### src/rtl/smbaddr_pkg.sv
package smbaddr_pkg;

   typedef enum logic [1:0] {
      PM_OFF  = 2'd0,
      PM_AUX  = 2'd1,
      PM_MAIN = 2'd2
   } pwr_mode_e;

   localparam int unsigned TGT_VPD  = 0;
   localparam int unsigned TGT_MGMT = 1;
   localparam int unsigned NUM_TGT  = 2;

   function automatic pwr_mode_e mode_of(input logic aux, input logic main);
      if (main)
         return PM_MAIN;
      else if (aux)
         return PM_AUX;
      else
         return PM_OFF;
   endfunction

endpackage

### src/rtl/smbaddr_pwr_decode.sv
module smbaddr_pwr_decode
   import smbaddr_pkg::*;
(
   input  logic                aux_pwr,
   input  logic                main_pwr,
   output pwr_mode_e           mode,
   output logic [NUM_TGT-1:0]  powered
);
   always_comb begin
      mode = mode_of(aux_pwr, main_pwr);
      powered = '0;
      unique case (mode)
         PM_AUX:  powered[TGT_VPD] = 1'b1;
         PM_MAIN: powered = '1;
         default: powered = '0;
      endcase
   end
endmodule

### src/rtl/smbaddr_slot.sv
module smbaddr_slot #(
   parameter int unsigned        ADDR_W  = 7,
   parameter logic [ADDR_W-1:0]  DEFAULT = '0
) (
   input  logic              clk,
   input  logic              rst_n,
   input  logic              powered,
   input  logic              wr,
   input  logic [ADDR_W-1:0] wr_addr,
   output logic [ADDR_W-1:0] addr_q
);
   always_ff @(posedge clk or negedge rst_n) begin
      if (!rst_n)
         addr_q <= DEFAULT;
      else if (!powered)
         addr_q <= DEFAULT;
      else if (wr)
         addr_q <= wr_addr;
   end

   // an unpowered slot sits at its default
   a_r9_unpowered_default: assert property (@(posedge clk) disable iff (!rst_n)
      !powered |=> addr_q == DEFAULT);

   // a write to a powered slot lands
   a_r6_write_lands: assert property (@(posedge clk) disable iff (!rst_n)
      (powered && wr) |=> addr_q == $past(wr_addr));

   // a powered slot without a write keeps its address
   a_r7_hold: assert property (@(posedge clk) disable iff (!rst_n)
      (powered && !wr) |=> $stable(addr_q));
endmodule

### src/rtl/smbaddr_match.sv
module smbaddr_match #(
   parameter int unsigned ADDR_W     = 7,
   parameter bit          REGISTERED = 1'b1
) (
   input  logic              clk,
   input  logic              rst_n,
   input  logic              rx_valid,
   input  logic [ADDR_W:0]   rx_byte,
   input  logic              enable,
   input  logic [ADDR_W-1:0] addr,
   output logic              hit
);
   logic hit_d;

   always_comb hit_d = rx_valid && enable && (rx_byte[ADDR_W:1] == addr);

   if (REGISTERED) begin : g_reg
      logic hit_q;
      always_ff @(posedge clk or negedge rst_n) begin
         if (!rst_n)
            hit_q <= 1'b0;
         else
            hit_q <= hit_d;
      end
      assign hit = hit_q;

      // no hit without a valid byte
      a_r2_idle_no_hit: assert property (@(posedge clk) disable iff (!rst_n)
         !rx_valid |=> !hit);

      // an unpowered target stays silent
      a_r5_unpowered_silent: assert property (@(posedge clk) disable iff (!rst_n)
         !enable |=> !hit);

      // the R/W bit has no say in the comparison
      a_r2_rw_ignored: assert property (@(posedge clk) disable iff (!rst_n)
         (rx_valid && enable && rx_byte[ADDR_W:1] == addr) |=> hit);
   end else begin : g_comb
      assign hit = hit_d;
   end
endmodule

### src/rtl/smbaddr_mgr.sv
module smbaddr_mgr
   import smbaddr_pkg::*;
#(
   parameter int unsigned        ADDR_W           = 7,
   parameter logic [ADDR_W-1:0]  VPD_DEFAULT      = 7'h53,
   parameter logic [ADDR_W-1:0]  MGMT_DEFAULT     = 7'h6A,
   parameter bit                 MATCH_REGISTERED = 1'b1
) (
   input  logic              clk,
   input  logic              rst_n,
   input  logic              aux_pwr,
   input  logic              main_pwr,
   input  logic              set_valid,
   input  logic              set_sel,
   input  logic [ADDR_W-1:0] set_addr,
   input  logic              rx_valid,
   input  logic [ADDR_W:0]   rx_byte,
   output logic              vpd_match,
   output logic              mgmt_match
);
   localparam int unsigned BYTE_W = ADDR_W + 1;

   if (ADDR_W < 1 || ADDR_W > 10) begin : g_bad_width
      $error("smbaddr_mgr: ADDR_W out of range");
   end
   if (VPD_DEFAULT == MGMT_DEFAULT) begin : g_bad_defaults
      $error("smbaddr_mgr: target defaults must differ");
   end

   pwr_mode_e            mode;
   logic [NUM_TGT-1:0]   powered;
   logic [NUM_TGT-1:0]   hit;
   logic [ADDR_W-1:0]    addr [NUM_TGT];
   logic [BYTE_W-1:0]    rx_b;

   assign rx_b = rx_byte;

   smbaddr_pwr_decode u_pwr (
      .aux_pwr  (aux_pwr),
      .main_pwr (main_pwr),
      .mode     (mode),
      .powered  (powered)
   );

   for (genvar i = 0; i < NUM_TGT; i++) begin : g_tgt
      localparam logic [ADDR_W-1:0] DEF = (i == TGT_VPD) ? VPD_DEFAULT : MGMT_DEFAULT;
      logic wr;
      assign wr = set_valid && (set_sel == i[0]);

      smbaddr_slot #(.ADDR_W(ADDR_W), .DEFAULT(DEF)) u_slot (
         .clk     (clk),
         .rst_n   (rst_n),
         .powered (powered[i]),
         .wr      (wr),
         .wr_addr (set_addr),
         .addr_q  (addr[i])
      );

      smbaddr_match #(.ADDR_W(ADDR_W), .REGISTERED(MATCH_REGISTERED)) u_match (
         .clk      (clk),
         .rst_n    (rst_n),
         .rx_valid (rx_valid),
         .rx_byte  (rx_b),
         .enable   (powered[i]),
         .addr     (addr[i]),
         .hit      (hit[i])
      );
   end

   assign vpd_match  = hit[TGT_VPD];
   assign mgmt_match = hit[TGT_MGMT];

   if (MATCH_REGISTERED) begin : g_top_chk
      // endpoint silent unless main power was present
      a_r3_mgmt_needs_main: assert property (@(posedge clk) disable iff (!rst_n)
         !main_pwr |=> !mgmt_match);
      // nothing answers with both supplies off
      a_r5_off_silent: assert property (@(posedge clk) disable iff (!rst_n)
         (!aux_pwr && !main_pwr) |=> !(vpd_match || mgmt_match));
      // set to unpowered endpoint leaves it at default
      a_r10_mgmt_set_ignored: assert property (@(posedge clk) disable iff (!rst_n)
         (set_valid && set_sel && !main_pwr) |=> addr[TGT_MGMT] == MGMT_DEFAULT);
   end
endmodule

### config.mk
export PLATFORM = sky130hd
export DESIGN_NAME = smbaddr_mgr
export DESIGN_NICKNAME = d
export VERILOG_FILES = /design/src/rtl/smbaddr_pkg.sv /design/src/rtl/smbaddr_pwr_decode.sv /design/src/rtl/smbaddr_slot.sv /design/src/rtl/smbaddr_match.sv /design/src/rtl/smbaddr_mgr.sv
export SDC_FILE = /design/constraint.sdc
export NUM_CORES = 1
export LEC_CHECK = 0
export ABC_AREA = 1
export BUFFER_PORTS_ARGS = -buffer_cell sky130_fd_sc_hd__buf_4
export CAP_MARGIN = 0
export CORE_MARGIN = 4
export CORE_UTILIZATION = 54
export DETAILED_ROUTE_END_ITERATION = 8
export MAX_ROUTING_LAYER = met4
export PLACE_DENSITY = 0.81
export SLEW_MARGIN = 20
export SYNTH_ARGS = -nofsm -noshare
export SYNTH_HDL_FRONTEND = slang
export SYNTH_SLANG_ARGS = --single-unit
### constraint.sdc
create_clock -name clk -period 1.5 [get_ports clk]
set_clock_uncertainty 0.1 [all_clocks]
set_input_delay 0.15 -clock clk [delete_from_list [all_inputs] [get_ports clk]]
set_output_delay 0.15 -clock clk [all_outputs]
set_load 0.005 [all_outputs]
==> reports/metrics.csv <==
metric,value,unit
outcome,"finished, violations left",
internal power,0.679,mW
post-cts resize count,0,
Slew headroom,0.817,
DRC Markers,0,
root buf cell,clkbuf_4,
critical path's slowest cell,dfstp_2,
initial antenna violation count,0,
GRT Total Usage,0.193,
Bufs on Longest Clock Path,2,
worst flop-to-flop path endpoint,g_tgt[0].u_match.hit,
Synth Area in Compound Gates,0.130,
"Distinct cells, synth",14,
Die Y,49.1,µm
Post-Route WL,2.02,mm
io pins,24,
P_sw,0.273,mW
die width,49.1,µm
Non-Filler Instances,182,
Post-Synth Simple-Gate Area,0.302,
CTS tree,built,
R2R setup slack,0.40,ns
combinational share of power,0.221,
multiplexer area fraction after synthesis,0,
post-route ant nets,0,
TritonCTS buffer count,3,
Crit path top cell by count,nand2_1,
Synth Instances,135,
ratio of cells with drive above 1 in the final layout,0.235,
Worst Hold Class,input pin to flop,
Final Hold Violating Endpoints,2,
I/O Buffers,22,
Syn Nets,157,
Rows,14,
crit path DAT,1.24,ns
"Buf+Inv Stages, Crit Path",1,
most frequent cells in the layout,"nand2_1 (48), inv_1 (26), buf_4 (23)",
total power,0.953,mW
Worst setup EP type,flop,
Critical Path Source Type,flop,
"Endpoint, Worst Hold",g_tgt[1].u_slot.addr_q[2],
Flop pwr share,0.523,
Lkg Pwr,0.681,nW
Critical Path RT,1.64,ns
number of max-cap violations,0,
setup ws final,0.396,ns
vias per cell,4.85,
drt first pass iters,4,
Top delay family on crit path,flip-flops,
"Cell Area, Synth",911,µm²
"commonest non-fill, non-tap cell in the layout",nand2_1,
worst slew pin tran,0.274,ns
worst r2r src,g_tgt[0].u_slot.addr_q[6],
synth-to-layout area growth,29.0,%
XOR/XNOR Fraction of Synth Area,0,
"Max FO, Critical Path",2,
ant diodes,0,
unrepaired setup endpoints after global routing,no,
Core Area,1540,µm²
clk slew on worst S/H paths,0.10,ns
Peak supply drop,0.639,mV
Final period util,0.736,
syn avg cell area,6.75,µm²
final setup fails,0,
Starting Density,0.591,
remaining global-route overflow,0,
fraction of power spent switching nets,0.287,
vias in the first global route,876,
Nets,189,
failing checks,negative hold slack,
largest net degree at the start of global routing,17,
GPL Wtd Cong,0.816,
Worst Hold Depth,3,
worst hold start,set_addr[2],
cell breakdown of the critical path,"inv_1, nand2_1, nand2_1, nor2_1, nand2_1, nor2_1",
power share of the clock group,0.256,
H-tree depth,1,
Cell Pwr Density,811,nW/µm²
FMAX,906,MHz
Worst R2R Path Depth,6,
Die Area,2410,µm²
setup bufs post-CTS,0,
DR WL/cell,11.1,µm
First DRT Iteration DRCs,26,
"flops & latches, synth",16,
CTS sink count,16,
final core utilization,0.762,
final hold slack,-0.00615,ns
Setup TNS Final,0,ns
first-pass GRT wire length,3.62,mm
HPWL Detailed,1.52,mm
Vias,882,
Placed Cells,173,
Adder-Cell Fraction of Synth Area,0,
synth warn,0,
largest family of logic cells by synthesized area,simple AND/OR/NAND/NOR gates,
critical path class,flop to flop,
max-slew violations,0,
critical path's largest stage delay,0.53,ns
Layout fillers,121,
sequential fraction of the synthesis area,0.451,
clock period minus worst slack,1.10,ns
pre-CTS WS,0.397,ns
Skew-Pair Late Insertion Delay,0.30,ns
## layer usage
metal / track usage / routed length [µm] / up-vias
met3: 0.0275 / 132 / 5
li1: - / - / 468
met2: 0.311 / 991 / 27
met4: 0.0673 / 36 / 0
met1: 0.245 / 863 / 382
met5: - / 0 / -
## repair_timing
| action | CTS | global route |
|---|---|---|
| setup endpoints to repair | 0 | 0 |
| endpoints found under the hold margin | 20 | 0 |
| hold buffers | 5 | 0 |
## through the flow
stage,hold WS (ns),instance area [µm²]
floorplan,-0.246,911
global placement,-0.0819,1100
detailed placement,-0.0792,1100
CTS,0.000638,1170
global route,0.00268,1170
finish,-0.00615,1170
## worst reg2reg max path, cell delays in order, from the launching register on
cell and delay, ns:
dfstp_2 0.53, inv_1 0.05, nand2_1 0.05, nand2_1 0.05, nor2_1 0.10, nand2_1 0.07, nor2_1 0.10
## power by group through the flow
| stage | sequential [mW] | combinational, mW | clock (mW) |
|---|---|---|---|
| floorplan | 0.502 | 0.114 | 0 |
| global placement | 0.504 | 0.197 | 0 |
| CTS | 0.499 | 0.212 | 0.241 |
| detailed placement | 0.506 | 0.200 | 0 |
| global route | 0.504 | 0.244 | 0.267 |
| finish | 0.499 | 0.211 | 0.243 |
## logic make-up (layout without fill, tap and decap cells)
family	count (synthesis)	after routing
compound gates	23	23
buf+inv	28	59
flops	16	16
simple gates	68	68
## worst max path at each step
stage | startpoint | end | slack [ns] | cells after the start
6_report | g_tgt[0].u_slot.addr_q[6] | g_tgt[0].u_match.hit | 0.40 | 6
5_1_grt | g_tgt[0].u_slot.addr_q[6] | g_tgt[0].u_match.hit | 0.29 | 6
4_1_cts | g_tgt[0].u_slot.addr_q[6] | g_tgt[0].u_match.hit | 0.39 | 6
3_5_place_dp | g_tgt[0].u_slot.addr_q[6] | g_tgt[0].u_match.hit | 0.40 | 6
3_3_place_gp | g_tgt[0].u_slot.addr_q[6] | g_tgt[0].u_match.hit | 0.40 | 6
2_1_floorplan | g_tgt[1].u_slot.addr_q[1] | g_tgt[1].u_match.hit | 0.49 | 6
## synth_stat cells, drive strengths merged
library cell | n | area, µm²
nand2 | 50 | 198
nand3 | 6 | 30.0
buf | 1 | 5.00
dfstp | 8 | 210
a21oi | 4 | 20.0
o21ai | 19 | 98.9
dfrtp | 8 | 200
inv | 27 | 101
nor2 | 12 | 47.6
## state kept, by name, summed over array words and instances (netlist names)
signal               flops
g_tgt.u_match.hit        2
g_tgt.u_slot.addr_q     14
## cell type report
type | instances | area, µm² | share of cell area
Sequential cell | 16 | 410 | 0.349
Multi-Input combinational cell | 91 | 394 | 0.335
Timing Repair Buffer | 28 | 223 | 0.190
Inverter | 27 | 101 | 0.0863
Clock buffer | 4 | 26.3 | 0.0224
Tap cell | 16 | 20.0 | 0.0170
Power figures use the tool's default switching activity.
